==> config.mk <==
export PLATFORM = sky130hd
export DESIGN_NAME = rfl_ctrl
export DESIGN_NICKNAME = d
export VERILOG_FILES = /design/src/rtl/rfl_pkg.sv /design/src/rtl/rfl_boot_seq.sv /design/src/rtl/rfl_fault_status.sv /design/src/rtl/rfl_fault_fsm.sv /design/src/rtl/rfl_ctrl.sv
export SDC_FILE = /design/constraint.sdc
export NUM_CORES = 1
export LEC_CHECK = 0
export BUFFER_PORTS_ARGS = -buffer_cell sky130_fd_sc_hd__buf_4
export CAP_MARGIN = 5
export CORE_ASPECT_RATIO = 0.8
export CORE_MARGIN = 2
export CORE_UTILIZATION = 30
export DETAILED_ROUTE_END_ITERATION = 8
export PLACE_DENSITY_LB_ADDON = 0.25
export SKIP_CTS_REPAIR_TIMING = 1
export SYNTH_ARGS = -nofsm -noshare
export SYNTH_HDL_FRONTEND = slang
export SYNTH_HIERARCHICAL = 1
export SYNTH_SLANG_ARGS = --single-unit
==> constraint.sdc <==
create_clock -name clk -period 1.8 [get_ports clk]
set_clock_uncertainty 0.05 [all_clocks]
set_input_delay 0.09 -clock clk [delete_from_list [all_inputs] [get_ports clk]]
set_output_delay 0.09 -clock clk [all_outputs]
set_load 0.01 [all_outputs]
==> src/rtl/rfl_pkg.sv <==
package rfl_pkg;
   typedef enum logic [1:0] {
      BOOT_START = 2'd0,
      BOOT_SP    = 2'd1,
      BOOT_PC    = 2'd2,
      BOOT_RUN   = 2'd3
   } boot_st_t;

   typedef enum logic [1:0] {
      ACT_THREAD = 2'd0,
      ACT_USAGE  = 2'd1,
      ACT_HARD   = 2'd2,
      ACT_NMI    = 2'd3
   } act_t;

   localparam int unsigned FLG_UNDEF  = 0;
   localparam int unsigned FLG_INVST  = 1;
   localparam int unsigned FLG_FORCED = 2;
   localparam int unsigned FLG_N      = 3;

   localparam int unsigned EXN_NMI   = 2;
   localparam int unsigned EXN_HARD  = 3;
   localparam int unsigned EXN_USAGE = 6;
endpackage

==> src/rtl/rfl_boot_seq.sv <==
module rfl_boot_seq #(
   parameter int unsigned ADDR_W = 32,
   parameter int unsigned DATA_W = 32,
   parameter logic [ADDR_W-1:0] VTAB_BASE = '0
) (
   input  logic              clk,
   input  logic              rst_n,
   input  logic              dbg_wr,
   input  logic              dbg_keep,
   input  logic [DATA_W-1:0] dbg_sp,
   input  logic [DATA_W-1:0] dbg_pc,
   output logic              mem_req,
   output logic [ADDR_W-1:0] mem_addr,
   input  logic              mem_rvalid,
   input  logic [DATA_W-1:0] mem_rdata,
   output logic              stall,
   output logic              ld_valid,
   output logic [DATA_W-1:0] sp_q,
   output logic [DATA_W-1:0] pc_q
);
   import rfl_pkg::*;

   localparam int unsigned WORD_BYTES = DATA_W / 8;
   localparam logic [ADDR_W-1:0] PC_ADDR = VTAB_BASE + ADDR_W'(WORD_BYTES);

   boot_st_t st, st_n;
   logic     ldv_n;

   always_comb begin
      st_n  = st;
      ldv_n = 1'b0;
      unique case (st)
         BOOT_START: begin
            if (dbg_keep) begin
               st_n  = BOOT_RUN;
               ldv_n = 1'b1;
            end else begin
               st_n = BOOT_SP;
            end
         end
         BOOT_SP: if (mem_rvalid) st_n = BOOT_PC;
         BOOT_PC: begin
            if (mem_rvalid) begin
               st_n  = BOOT_RUN;
               ldv_n = 1'b1;
            end
         end
         default: st_n = BOOT_RUN;
      endcase
   end

   always_ff @(posedge clk) begin
      if (!rst_n) begin
         st       <= BOOT_START;
         ld_valid <= 1'b0;
      end else begin
         st       <= st_n;
         ld_valid <= ldv_n;
      end
   end

   // SP/PC carry no reset value so that a debugger write made during reset survives it
   always_ff @(posedge clk) begin
      if (!rst_n) begin
         if (dbg_wr) begin
            sp_q <= dbg_sp;
            pc_q <= dbg_pc;
         end
      end else if (mem_rvalid && st == BOOT_SP) begin
         sp_q <= mem_rdata;
      end else if (mem_rvalid && st == BOOT_PC) begin
         pc_q <= mem_rdata;
      end
   end

   assign mem_req  = (st == BOOT_SP) || (st == BOOT_PC);
   assign mem_addr = (st == BOOT_PC) ? PC_ADDR : VTAB_BASE;
   assign stall    = (st != BOOT_RUN);


   req_in_boot_chk: assert property (@(posedge clk) disable iff (!rst_n)
      mem_req |-> stall);

   addr_hold_chk: assert property (@(posedge clk) disable iff (!rst_n)
      mem_req && !mem_rvalid |=> mem_req && $stable(mem_addr));

   ld_edge_chk: assert property (@(posedge clk) disable iff (!rst_n)
      ld_valid |-> !stall && $past(stall));
endmodule

==> src/rtl/rfl_fault_status.sv <==
module rfl_fault_status #(
   parameter int unsigned NFLG = 3
) (
   input  logic            clk,
   input  logic            rst_n,
   input  logic [NFLG-1:0] set,
   input  logic            clr,
   input  logic [NFLG-1:0] clr_mask,
   output logic [NFLG-1:0] q
);
   for (genvar i = 0; i < NFLG; i++) begin : g_flag
      always_ff @(posedge clk) begin
         if (!rst_n)                  q[i] <= 1'b0;
         else if (set[i])             q[i] <= 1'b1;
         else if (clr && clr_mask[i]) q[i] <= 1'b0;
      end


      sticky_hold_chk: assert property (@(posedge clk) disable iff (!rst_n)
         q[i] && !(clr && clr_mask[i]) |=> q[i]);
   end
endmodule

==> src/rtl/rfl_fault_fsm.sv <==
module rfl_fault_fsm #(
   parameter int unsigned EXC_W     = 4,
   parameter bit          ESC_FIRST = 1'b1
) (
   input  logic                      clk,
   input  logic                      rst_n,
   input  logic                      run,
   input  logic                      ex_issue,
   input  logic                      ex_tbit,
   input  logic                      ex_undef,
   input  logic                      ex_retire,
   input  logic                      ex_ret,
   input  logic                      nmi_req,
   output logic                      exc_valid,
   output logic [EXC_W-1:0]          exc_num,
   output logic                      lockup,
   output logic [rfl_pkg::FLG_N-1:0] flg_set
);
   import rfl_pkg::*;

   localparam logic [EXC_W-1:0] NUM_NMI   = EXC_W'(EXN_NMI);
   localparam logic [EXC_W-1:0] NUM_HARD  = EXC_W'(EXN_HARD);
   localparam logic [EXC_W-1:0] NUM_USAGE = EXC_W'(EXN_USAGE);

   act_t             act, act_n;
   logic             fresh, fresh_n;
   logic             lock_n;
   logic             ev_n;
   logic [EXC_W-1:0] num_n;
   logic             forced;
   logic             fault_now, retire_ok, nmi_take, early_esc;

   assign fault_now = run && ex_issue && (!ex_tbit || ex_undef);
   assign retire_ok = run && ex_retire && !fault_now;
   assign nmi_take  = run && nmi_req && (act != ACT_NMI);

   if (ESC_FIRST) begin : g_esc_first
      assign early_esc = fresh;
   end else begin : g_no_esc_first
      assign early_esc = 1'b0;
   end

   always_comb begin
      act_n   = act;
      fresh_n = fresh;
      lock_n  = lockup;
      ev_n    = 1'b0;
      num_n   = '0;
      forced  = 1'b0;
      if (retire_ok) begin
         fresh_n = 1'b0;
         lock_n  = 1'b0;
      end
      if (run && ex_ret && !lockup) act_n = ACT_THREAD;
      if (nmi_take) begin
         ev_n   = 1'b1;
         num_n  = NUM_NMI;
         act_n  = ACT_NMI;
         lock_n = 1'b0;
      end else if (fault_now && !lockup) begin
         unique case (act)
            ACT_THREAD: begin
               ev_n = 1'b1;
               if (early_esc) begin
                  num_n  = NUM_HARD;
                  act_n  = ACT_HARD;
                  forced = 1'b1;
               end else begin
                  num_n = NUM_USAGE;
                  act_n = ACT_USAGE;
               end
            end
            ACT_USAGE: begin
               ev_n   = 1'b1;
               num_n  = NUM_HARD;
               act_n  = ACT_HARD;
               forced = 1'b1;
            end
            default: lock_n = 1'b1;
         endcase
      end
   end

   always_ff @(posedge clk) begin
      if (!rst_n) begin
         act       <= ACT_THREAD;
         fresh     <= 1'b1;
         lockup    <= 1'b0;
         exc_valid <= 1'b0;
         exc_num   <= '0;
      end else begin
         act       <= act_n;
         fresh     <= fresh_n;
         lockup    <= lock_n;
         exc_valid <= ev_n;
         exc_num   <= num_n;
      end
   end

   always_comb begin
      flg_set             = '0;
      flg_set[FLG_UNDEF]  = fault_now && ex_tbit;
      flg_set[FLG_INVST]  = fault_now && !ex_tbit;
      flg_set[FLG_FORCED] = forced;
   end


   stall_quiet_chk: assert property (@(posedge clk) disable iff (!rst_n)
      !run |=> !exc_valid);

   usage_once_chk: assert property (@(posedge clk) disable iff (!rst_n)
      exc_valid && exc_num == NUM_USAGE |=> !(exc_valid && exc_num == NUM_USAGE));

   lock_quiet_chk: assert property (@(posedge clk) disable iff (!rst_n)
      lockup |-> !exc_valid);

   lock_exit_chk: assert property (@(posedge clk) disable iff (!rst_n)
      $fell(lockup) |-> $past(ex_retire) || (exc_valid && exc_num == NUM_NMI));
endmodule

==> src/rtl/rfl_ctrl.sv <==
module rfl_ctrl #(
   parameter int unsigned ADDR_W = 32,
   parameter int unsigned DATA_W = 32,
   parameter logic [ADDR_W-1:0] VTAB_BASE = '0,
   parameter int unsigned EXC_W = 4,
   parameter bit ESC_FIRST = 1'b1
) (
   input  logic                      clk,
   input  logic                      rst_n,
   input  logic                      dbg_wr,
   input  logic                      dbg_keep,
   input  logic [DATA_W-1:0]         dbg_sp,
   input  logic [DATA_W-1:0]         dbg_pc,
   output logic                      mem_req,
   output logic [ADDR_W-1:0]         mem_addr,
   input  logic                      mem_rvalid,
   input  logic [DATA_W-1:0]         mem_rdata,
   output logic                      core_stall,
   output logic                      ld_valid,
   output logic [DATA_W-1:0]         sp_init,
   output logic [DATA_W-1:0]         pc_init,
   input  logic                      ex_issue,
   input  logic                      ex_tbit,
   input  logic                      ex_undef,
   input  logic                      ex_retire,
   input  logic                      ex_ret,
   input  logic                      nmi_req,
   input  logic                      fsr_clr,
   input  logic [rfl_pkg::FLG_N-1:0] fsr_clr_mask,
   output logic                      exc_valid,
   output logic [EXC_W-1:0]          exc_num,
   output logic                      lockup,
   output logic [rfl_pkg::FLG_N-1:0] fsr
);
   import rfl_pkg::*;

   localparam int unsigned TAB_ALIGN = 2 * (DATA_W / 8);

   if (DATA_W < 16 || (DATA_W % 8) != 0) begin : g_bad_data_w
      $error("rfl_ctrl: DATA_W must be a whole number of bytes, at least 16");
   end
   if (EXC_W < 3) begin : g_bad_exc_w
      $error("rfl_ctrl: EXC_W too narrow for exception number 6");
   end
   if ((VTAB_BASE % TAB_ALIGN) != 0) begin : g_bad_base
      $error("rfl_ctrl: VTAB_BASE must be aligned to two words");
   end

   logic [FLG_N-1:0] flg_set;

   rfl_boot_seq #(
      .ADDR_W    (ADDR_W),
      .DATA_W    (DATA_W),
      .VTAB_BASE (VTAB_BASE)
   ) u_boot (
      .clk        (clk),
      .rst_n      (rst_n),
      .dbg_wr     (dbg_wr),
      .dbg_keep   (dbg_keep),
      .dbg_sp     (dbg_sp),
      .dbg_pc     (dbg_pc),
      .mem_req    (mem_req),
      .mem_addr   (mem_addr),
      .mem_rvalid (mem_rvalid),
      .mem_rdata  (mem_rdata),
      .stall      (core_stall),
      .ld_valid   (ld_valid),
      .sp_q       (sp_init),
      .pc_q       (pc_init)
   );

   rfl_fault_fsm #(
      .EXC_W     (EXC_W),
      .ESC_FIRST (ESC_FIRST)
   ) u_fsm (
      .clk       (clk),
      .rst_n     (rst_n),
      .run       (!core_stall),
      .ex_issue  (ex_issue),
      .ex_tbit   (ex_tbit),
      .ex_undef  (ex_undef),
      .ex_retire (ex_retire),
      .ex_ret    (ex_ret),
      .nmi_req   (nmi_req),
      .exc_valid (exc_valid),
      .exc_num   (exc_num),
      .lockup    (lockup),
      .flg_set   (flg_set)
   );

   rfl_fault_status #(
      .NFLG (FLG_N)
   ) u_stat (
      .clk      (clk),
      .rst_n    (rst_n),
      .set      (flg_set),
      .clr      (fsr_clr),
      .clr_mask (fsr_clr_mask),
      .q        (fsr)
   );


   boot_status_chk: assert property (@(posedge clk) disable iff (!rst_n)
      core_stall && $past(core_stall) |-> fsr == '0);
endmodule

Yosys cells after proc, flatten, opt, wreduce, memory -nomap -nowiden
Cells that the tools add are included.
{"block": "word_totals", "regBits": 79, "latchBits": 0, "ram_bits": 0, "mem_bits_ro": 0, "output_inout_bits": 108, "n_memories": 0}
{"block": "classes", "n_addsub": 0, "mul": 0, "div_mod_pow": 0, "n_lt_le_gt_ge": 0, "n_eq_ne": 10, "shift": 0, "muxes": 40, "bitwise_logic": 2, "n_reduce_logical": 34}
{"operator": "two-way mux 32 bit", "count": 7}
{"operator": "two-way mux 2 bit", "count": 9}
{"operator": "two-way mux 1 bit", "count": 17}
{"operator": "logical AND 1 bit", "count": 16}
{"operator": "inequality test 2 bit, second input constant", "count": 5}
{"operator": "nonzero test 2 bit", "count": 4}
{"operator": "two-way mux 3 bit", "count": 2}
{"operator": "one-hot mux 2 bit (3 select lines)", "count": 1}
{"operator": "one-hot mux 3 bit (2 select lines)", "count": 1}
{"operator": "== test 2 x 1 -> 1 bit, second input constant", "count": 2}
{"operator": "logical NOT 1 bit", "count": 4}
{"operator": "logical NOT 2 bit", "count": 2}
{"operator": "inequality test 2 x 1 -> 1 bit, second input constant", "count": 2}
{"operator": "one-hot mux 1 bit (2 select lines)", "count": 2}
{"operator": "one-hot mux 2 bit (2 select lines)", "count": 1}
{"operator": "AND reduction 2 bit", "count": 2}
{"operator": "OR reduction 2 bit", "count": 2}
{"operator": "AND reduction 3 bit", "count": 1}
{"operator": "OR reduction 3 bit", "count": 1}
{"operator": "== test 2 bit, second input constant", "count": 1}
{"operator": "logical OR 1 bit", "count": 2}
{"operator": "inverter 1 bit", "count": 2}

Depth between registers and ports, before layout
Gate-level depths: netlist of the first run.
{"block": "depth", "word_depth": 9, "depth_mapped": 10}

Cells and area by module
Netlist of the first run, hierarchy kept.
{"mod": "rfl_boot_seq", "instances": 1, "cells_each": 292, "area_per_inst_um2": 3123.0, "seq_area_each_um2": 1981.9}
{"mod": "rfl_fault_fsm", "instances": 1, "cells_each": 38, "area_per_inst_um2": 309.0, "seq_area_each_um2": 140.1}
{"mod": "rfl_fault_status", "instances": 1, "cells_each": 12, "area_per_inst_um2": 105.1, "seq_area_each_um2": 60.1}
{"mod": "rfl_ctrl", "instances": 1, "cells_each": 1, "area_per_inst_um2": 3.8, "seq_area_each_um2": 0.0}

Least setup slack after synthesis of the first run
OpenSTA, ideal clock, no wires.
{"block": "synth_path", "path_type": "reg-to-reg", "startpoint": "register u_boot.st[1]", "endpoint": "register u_boot.pc_q[0], enable pin", "setup_ns": 0.389, "arrival_time_ns": 1.488, "t_required_ns": 1.361, "slack_ns": -0.127, "path_stages_with_launch": 5, "path_buffers": 0, "synth_period_minus_slack_ns": 1.927, "cell_sequence": "dfxtp_1 -> inv_1 -> ha_1 -> nand4b_1 -> nand2_1"}
{"block": "synth_between", "elab_chain_cells": 4, "word_cells_on_any_way": 7, "classes_between": "eq/ne (4); reduce/logical (3)"}
{"item": "from (decl)", "line_no": "rfl_boot_seq.sv:26", "text": "boot_st_t st, st_n;"}
{"item": "from (signal assigned)", "line_no": "rfl_boot_seq.sv:57", "text": "st <= st_n;"}
{"item": "== test 2 x 1 -> 1 bit / == test 2 bit (equally long branches)", "line_no": "rfl_boot_seq.sv:69, rfl_boot_seq.sv:71"}
{"item": "logical AND 1 bit, on equally long branches", "line_no": "rfl_boot_seq.sv:69, rfl_boot_seq.sv:71"}
{"item": "inequality test 2 bit (no line) / inequality test 2 x 1 -> 1 bit (equally long branches)"}
{"item": "AND reduction 3 bit (no line) (*)"}
{"item": "to (signal assigned)", "line_no": "rfl_boot_seq.sv:67", "text": "pc_q <= dbg_pc;"}
{"item": "to (signal assigned)", "line_no": "rfl_boot_seq.sv:72", "text": "pc_q <= mem_rdata;"}
{"item": "to (decl)", "line_no": "rfl_boot_seq.sv:19", "text": "output logic [DATA_W-1:0] pc_q"}
Mark *: on every way between the ends. The rest lies on a longest branch, timed or not.
A chain may end at the register's enable or synchronous reset.

Final worst setup path of the first run
{"block": "layout_path", "startpoint": "register u_boot.st[0]", "endpoint": "register u_stat.q[2]"}
{"block": "layout_between", "elab_chain_cells": 8, "word_cells_on_any_way": 11, "classes_between": "eq/ne (1); mux (3); reduce/logical (7)"}
{"item": "inequality test 2 bit (*)", "line_no": "rfl_boot_seq.sv:78", "text": "assign stall = (st != BOOT_RUN);"}
{"item": "logical NOT 1 bit (*)", "line_no": "rfl_ctrl.sv:78", "text": ".run (!core_stall),"}
{"item": "logical AND 1 bit (2 in a row)", "line_no": "rfl_fault_fsm.sv:33", "text": "assign fault_now = run && ex_issue && (!ex_tbit || ex_undef);"}
{"item": "logical AND 1 bit", "line_no": "rfl_fault_fsm.sv:60", "text": "end else if (fault_now && !lockup) begin"}
{"item": "two-way mux 1 bit", "line_no": "rfl_fault_fsm.sv:60"}
{"item": "two-way mux 1 bit (*)", "line_no": "rfl_fault_fsm.sv:55", "text": "if (nmi_take) begin"}
{"item": "via flg_set[2]", "line_no": "rfl_ctrl.sv:49", "text": "logic [FLG_N-1:0] flg_set;"}
{"item": "two-way mux 1 bit / nonzero test 2 bit (equally long branches)"}
{"item": "to (signal, indexed assignment)", "line_no": "rfl_fault_status.sv:13", "text": "if (!rst_n) q[i] <= 1'b0;"}
{"item": "to (signal, indexed assignment)", "line_no": "rfl_fault_status.sv:14", "text": "else if (set[i]) q[i] <= 1'b1;"}
{"item": "to (signal, indexed assignment)", "line_no": "rfl_fault_status.sv:15", "text": "else if (clr && clr_mask[i]) q[i] <= 1'b0;"}
{"item": "to (decl)", "line_no": "rfl_fault_status.sv:9", "text": "output logic [NFLG-1:0] q"}
Mark *: on every way through the listed nets, which the timed path passes. The rest lies on a longest branch.

==> results of run 1 <==
path summary, 6_finish.rpt:
kind	slack [ns]	from	cells after the start	end
max	0.1	u_boot/st[0]$_SDFFE_PN0P_	9	u_stat/q[2]$_SDFFE_PN0P_
min	0.006	mem_rdata[29]	3	u_boot/sp_q[29]$_DFFE_PP_
max reg2reg	0.1	u_boot/st[0]$_SDFFE_PN0P_	9	u_stat/q[2]$_SDFFE_PN0P_
min reg2reg	0.46	u_fsm/act[1]$_SDFF_PN0_	2	u_fsm/lockup$_SDFF_PP0_
flip-flops by register name (all words and copies together) (netlist names):
name	count
u_fsm/exc_num	2
u_stat/q	3
u_boot/st	2
u_fsm/exc_valid	1
u_fsm/act	2
u_fsm/lockup	1
u_fsm/early_esc	1
u_boot/pc_q	32
u_boot/ld_valid	1
u_boot/sp_q	32
tightest hold or removal path, cell delays in order:
cell	delay [ns]
buf_4	0.08
nand2_1	0.05
o21ai_0	0.06
area by class of cell:
cell class | count | share of cell area
flip-flops and latches | 77 | 0.407
well taps | 148 | 0.0345
clock buffers | 10 | 0.0426
inverters | 75 | 0.0524
repair buffers | 198 | 0.286
multi-input cells | 176 | 0.161
clock inverters | 6 | 0.0161
logic make-up after synthesis:
| kind of cell | after synthesis | share of synthesized area |
|---|---|---|
| AND/OR/NAND/NOR | 56 | 0.0678 |
| flip-flops | 77 | 0.616 |
| buffers and inverters | 120 | 0.174 |
| other | 2 | 0.00212 |
| AO/OA/AOI/OAI | 84 | 0.125 |
| adder cells (fa/ha/maj) | 4 | 0.0141 |
cells in the mapped netlist:
cell type	number	share of area
buf_4	37	0.078
buf_2	3	0.0042
nor4_1	1	0.0018
nand2_1	40	0.042
nand3b_1	1	0.0021
o21bai_1	1	0.0021
nor2_1	4	0.0042
inv_1	75	0.080
ha_1	4	0.014
clkbuf_2	1	0.0014
a22oi_1	1	0.0021
dfxtp_1	13	0.073
nand4b_1	1	0.0025
nand2_2	1	0.0018
nand3_1	3	0.0042
o21ai_0	59	0.083
a21oi_1	4	0.0057
o21ai_1	10	0.014
o31ai_1	1	0.0021
nand2b_1	1	0.0018
edfxtp_1	64	0.54
a31oi_1	6	0.011
conb_1	2	0.0021
clkbuf_1	1	0.0011
and2_1	1	0.0018
buf_6	3	0.0095
o21a_1	1	0.0021
or3_1	1	0.0018
nor2b_1	2	0.0035
a2111o_1	1	0.0032
power groups by stage:
stage | sequential, mW | clock (mW) | combinational (mW)
floorplan | 2.20 | 0 | 0.293
global placement | 2.15 | 0 | 0.718
detailed placement | 2.15 | 0 | 0.726
CTS | 2.12 | 1.96 | 0.728
global route | 2.13 | 2.03 | 0.802
finish | 2.12 | 1.90 | 0.725
stage by stage:
stage	std cells	power (mW)	util	setup slack [ns]	instance area, sq um
final	690	4.75	0.466	0.0975	5370
after global routing	690	4.96	0.466	0.00534	5370
after CTS	685	4.80	0.461	0.0300	5310
after detailed placement	669	2.88	0.434	0.0375	4990
after global placement	669	2.87	0.434	0.110	4990
after floorplan	373	2.50	-	0.0228	3660
routing by layer:
metal	track usage	part of all wire	vias up
met4	0.0556	0.021	0
met2	0.217	0.45	149
met1	0.162	0.41	1262
met5	0	0	-
met3	0.0644	0.12	13
li1	-	-	1447
cells in the final DEF, fill, tap and decap left out, types with 3 or more instances in the layout:
| cell type | instances |
|---|---|
| conb_1 | 32 |
| nand3_1 | 3 |
| nand2_2 | 3 |
| buf_4 | 190 |
| clkbuf_16 | 9 |
| buf_12 | 3 |
| dfxtp_1 | 11 |
| nand2_1 | 38 |
| ha_1 | 4 |
| edfxtp_1 | 64 |
| dlygate4sd3_1 | 5 |
| a31oi_1 | 6 |
| o21ai_0 | 59 |
| a21oi_1 | 4 |
| o21ai_1 | 10 |
| inv_1 | 74 |
| nor2_1 | 4 |
==> results.sh, run 1 <==
export IMPL_drt_total_wl_um=8810
export IMPL_antenna_cells=0
export IMPL_p_leak_nw=2.58
export IMPL_finalCritPeriodShare=0.946
export IMPL_grt_max_degree=53
export IMPL_setup_viol=0
export IMPL_num_rows=35
export IMPL_clk_latency_ns=0.33
export IMPL_cp_slowest_cell="dfxtp_2"
export IMPL_path_class="reg2reg"
export IMPL_drive_gt1_frac=0.399
export IMPL_hold_viol=0
export IMPL_multiInputGateArea_sq_um=866
export IMPL_first_global_vias=2691
export IMPL_dr_pass1_iters=4
export IMPL_startpoint_type="flop"
export IMPL_clkTransAtPathRegs_ns=0.06
export IMPL_mappedNetlistArea_sq_mm=0.00354
export IMPL_die_y_um=101
export IMPL_grt_usage=0.137
export IMPL_fmax_mhz=587
export IMPL_clock_root_buffer="clkbuf_16"
export IMPL_p_sw_frac=0.228
export IMPL_drv_slew=0
export IMPL_floorplan_initialDensity=0.307
export IMPL_fin_hold_ws_ns=0.00631
export IMPL_io_buffer_count=186
export IMPL_yosysSeqAreaShare=0.616
export IMPL_hp_class="in2reg"
export IMPL_avgRoutedWirePerCell_um=12.8
export IMPL_grt_first_pass_wirelength_um=13300
export IMPL_seqPwrFrac=0.446
export IMPL_switching_power_mw=1.08
export IMPL_die_area_sq_mm=0.0127
export IMPL_clkPwrFrac=0.401
export IMPL_crit_path_max_fanout=4
export IMPL_regArea_sq_mm=0.00218
export IMPL_rsz0062_at_grt="false"
export IMPL_status="finished, final reports clean"
export IMPL_cts_buffer_depth=2
export IMPL_drv_cap=0
export IMPL_p_per_area_mw_per_mm2=884
export IMPL_ioPinCount=219
export IMPL_via_per_inst=4.16
export IMPL_vdd_drop_max_uv=456
export IMPL_num_vias=2871
export IMPL_syn_to_final_growth_pct=51.6
export IMPL_drt_initial_drc_count=159
export IMPL_yosysWarnings=6
export IMPL_intPower_mw=3.66
export IMPL_synth_cell_types=30
export IMPL_core_area_sq_mm=0.0115
export IMPL_netlist_instances=343
export IMPL_p_comb_frac=0.153
export IMPL_cts_tree="done"
export IMPL_worstSetupEndpointType="flop"
export IMPL_crit_arrival_ns=1.91
export IMPL_setup_tns_ns=0
export IMPL_clock_sinks=77
export IMPL_htree_levels=3
export IMPL_critPathRequiredTime_ns=2.01
export IMPL_avgSynthCellArea_sq_um=10.3
export IMPL_nets=652
export IMPL_cts_inserted_buffers=9
export IMPL_gr_total_overflow=0
export IMPL_fp_dieW_um=125
export IMPL_path_buf_inv=2
export IMPL_grt_antenna_before_repair=0
export IMPL_cp_slowest_stage_delay_ns=0.35
export IMPL_dpl_hpwl_um=6810
export IMPL_cp_cell_sequence="ha_1, inv_1, inv_2, nand2_2, a2111o_1, o21bai_2, nor2b_2, o21ai_1, a31oi_1"
export IMPL_fillers=1101
export IMPL_ys_ff_latch=77
export IMPL_crit_family="compound AO/OA/AOI/OAI gates"
export IMPL_drtAntennaViolNets=0
export IMPL_gp_congestion=0.854
export IMPL_fin_crit_ns=1.70
export IMPL_drc=0
Note: power is estimated with default switching activity, not from simulation.
==> run 2: changes to the inputs <==
--- a/config.mk
+++ b/config.mk
@@ -8,7 +8,7 @@
 export BUFFER_PORTS_ARGS = -buffer_cell sky130_fd_sc_hd__buf_4
 export CAP_MARGIN = 5
 export CORE_ASPECT_RATIO = 0.8
-export CORE_MARGIN = 2
+export CORE_MARGIN = 8
 export CORE_UTILIZATION = 30
 export DETAILED_ROUTE_END_ITERATION = 8
 export PLACE_DENSITY_LB_ADDON = 0.25
==> run 2 against run 1 <==
Against the previous run: register-to-register slack about the same; power increased by 0.58%; sequential cell count unchanged; non-clock buffer count increased by 4; clock power about the same; critical path depth unchanged; utilization increased by 0.36 points; global-route usage decreased by 0.84 points; worst setup slack improved by 0.0041 ns; clock-buffer cell count unchanged; hold slack improved by 0.0046 ns; critical path type unchanged; largest cell class unchanged; first-iteration DRC count decreased by 25%; largest power group unchanged.
==> results.sh, run 2 (synthesized netlist as in run 1, its figures left out) <==
export IMPL_status="finished, final reports clean"
export IMPL_worstSetupEndpointType="flop"
export IMPL_grt_usage=0.128
export IMPL_clk_latency_ns=0.33
export IMPL_fin_hold_ws_ns=0.0109
export IMPL_critPathRequiredTime_ns=2.01
export IMPL_path_class="reg2reg"
export IMPL_setup_viol=0
export IMPL_crit_arrival_ns=1.91
export IMPL_drt_total_wl_um=10600
export IMPL_rsz0062_at_grt="false"
export IMPL_fillers=1116
export IMPL_setup_tns_ns=0
export IMPL_clkTransAtPathRegs_ns=0.06
export IMPL_finalCritPeriodShare=0.944
export IMPL_fp_dieW_um=137
export IMPL_final_cell_mix="195 x buf_4, 73 x inv_1, 64 x edfxtp_1"
export IMPL_io_buffer_count=186
export IMPL_cp_slowest_cell="a2111o_1"
export IMPL_vdd_drop_max_uv=471
export IMPL_grt_max_degree=51
export IMPL_hp_class="in2reg"
export IMPL_cts_inserted_buffers=9
export IMPL_cts_buffer_depth=2
export IMPL_die_y_um=113
export IMPL_avgRoutedWirePerCell_um=15.3
export IMPL_dpl_hpwl_um=8420
export IMPL_reg_top3="u_boot/pc_q: 32 flops, u_boot/sp_q: 32 flops, u_stat/q: 3 flops"
export IMPL_syn_to_final_growth_pct=52.8
export IMPL_via_per_inst=4.27
export IMPL_drv_slew=0
export IMPL_fmax_mhz=589
export IMPL_drtAntennaViolNets=0
export IMPL_hold_viol=0
export IMPL_core_area_sq_mm=0.0115
export IMPL_ioPinCount=219
export IMPL_clock_sinks=77
export IMPL_grt_first_pass_wirelength_um=15500
export IMPL_gr_total_overflow=0
export IMPL_grt_antenna_before_repair=0
export IMPL_mostFrequentLayoutCell="buf_4"
export IMPL_crit_path_max_fanout=3
export IMPL_drive_gt1_frac=0.407
export IMPL_drc=0
export IMPL_drv_cap=0
export IMPL_num_vias=2961
export IMPL_p_per_area_mw_per_mm2=882
export IMPL_p_leak_nw=2.60
export IMPL_floorplan_initialDensity=0.307
export IMPL_fin_crit_ns=1.70
export IMPL_startpoint_type="flop"
export IMPL_gp_congestion=0.836
export IMPL_cp_slowest_stage_delay_ns=0.39
export IMPL_die_area_sq_mm=0.0156
export IMPL_crit_top_cell="inv_2"
export IMPL_drt_initial_drc_count=120
export IMPL_cp_cell_sequence="ha_4, inv_2, inv_2, nand2_2, a2111o_1, o21bai_4, nor2b_2, o21ai_1, a31oi_1"
export IMPL_first_global_vias=2984
export IMPL_num_rows=35
export IMPL_clock_root_buffer="clkbuf_16"
export IMPL_htree_levels=3
export IMPL_dr_pass1_iters=4
export IMPL_cts_tree="done"
export IMPL_nets=656
export IMPL_antenna_cells=0
[run 2: routing by layer]
metal  GRT usage  share of wire  vias to the layer above
li1            -              -                     1449
met1       0.151           0.41                     1336
met2       0.205           0.46                      170
met3      0.0620           0.12                        6
met4      0.0325         0.0075                        0
met5           0              0                        -
[run 2: worst paths after layout]
| check | startpoint | to | slack, ns | cells past startpoint |
|---|---|---|---|---|
| setup / recovery | u_boot/st[0]$_SDFFE_PN0P_ | u_stat/q[2]$_SDFFE_PN0P_ | 0.10 | 9 |
| hold / removal | mem_rdata[8] | u_boot/pc_q[8]$_DFFE_PP_ | 0.01 | 3 |
| setup reg to reg | u_boot/st[0]$_SDFFE_PN0P_ | u_stat/q[2]$_SDFFE_PN0P_ | 0.10 | 9 |
| hold reg to reg | u_stat/q[0]$_SDFFE_PN0P_ | u_stat/q[0]$_SDFFE_PN0P_ | 0.48 | 2 |
[run 2: final cells by class]
type / instances / area (sq um) / area share
flip-flops and latches: 77 / 2190 / 0.404
repair buffers: 202 / 1550 / 0.287
multi-input cells: 176 / 886 / 0.164
inverters: 75 / 282 / 0.0520
clock buffers: 10 / 229 / 0.0423
well taps: 148 / 185 / 0.0342
clock inverters: 6 / 87.6 / 0.0162
[run 2: stage by stage]
step	util	cells	setup slack (ns)	instance area [sq um]	power, mW
final	0.470	694	0.102	5410	4.77
after global routing	0.470	694	0.00124	5410	5.01
after CTS	0.460	685	0.0324	5300	4.83
after detailed placement	0.433	669	0.0415	4980	2.89
after global placement	0.433	669	0.119	4980	2.87
after floorplan	-	373	0.0228	3660	2.50
[run 2: worst max-delay path, delay by kind of cell (launching register included)]
kind | cells | cell delay, ns
AO/OA/AOI/OAI | 4 | 0.80
AND/OR/NAND/NOR | 2 | 0.19
adder cells (fa/ha/maj) | 1 | 0.14
buffers and inverters | 2 | 0.10
flip-flops | 1 | 0.36
[run 2: power breakdown]
part	internal [mW]	leakage [nW]	total (mW)	switching [mW]
sequential	2.08	0.717	2.12	0.0451
clock	1.21	0.156	1.90	0.689
combinational	0.382	1.73	0.750	0.367
total	3.67	2.60	4.77	1.10
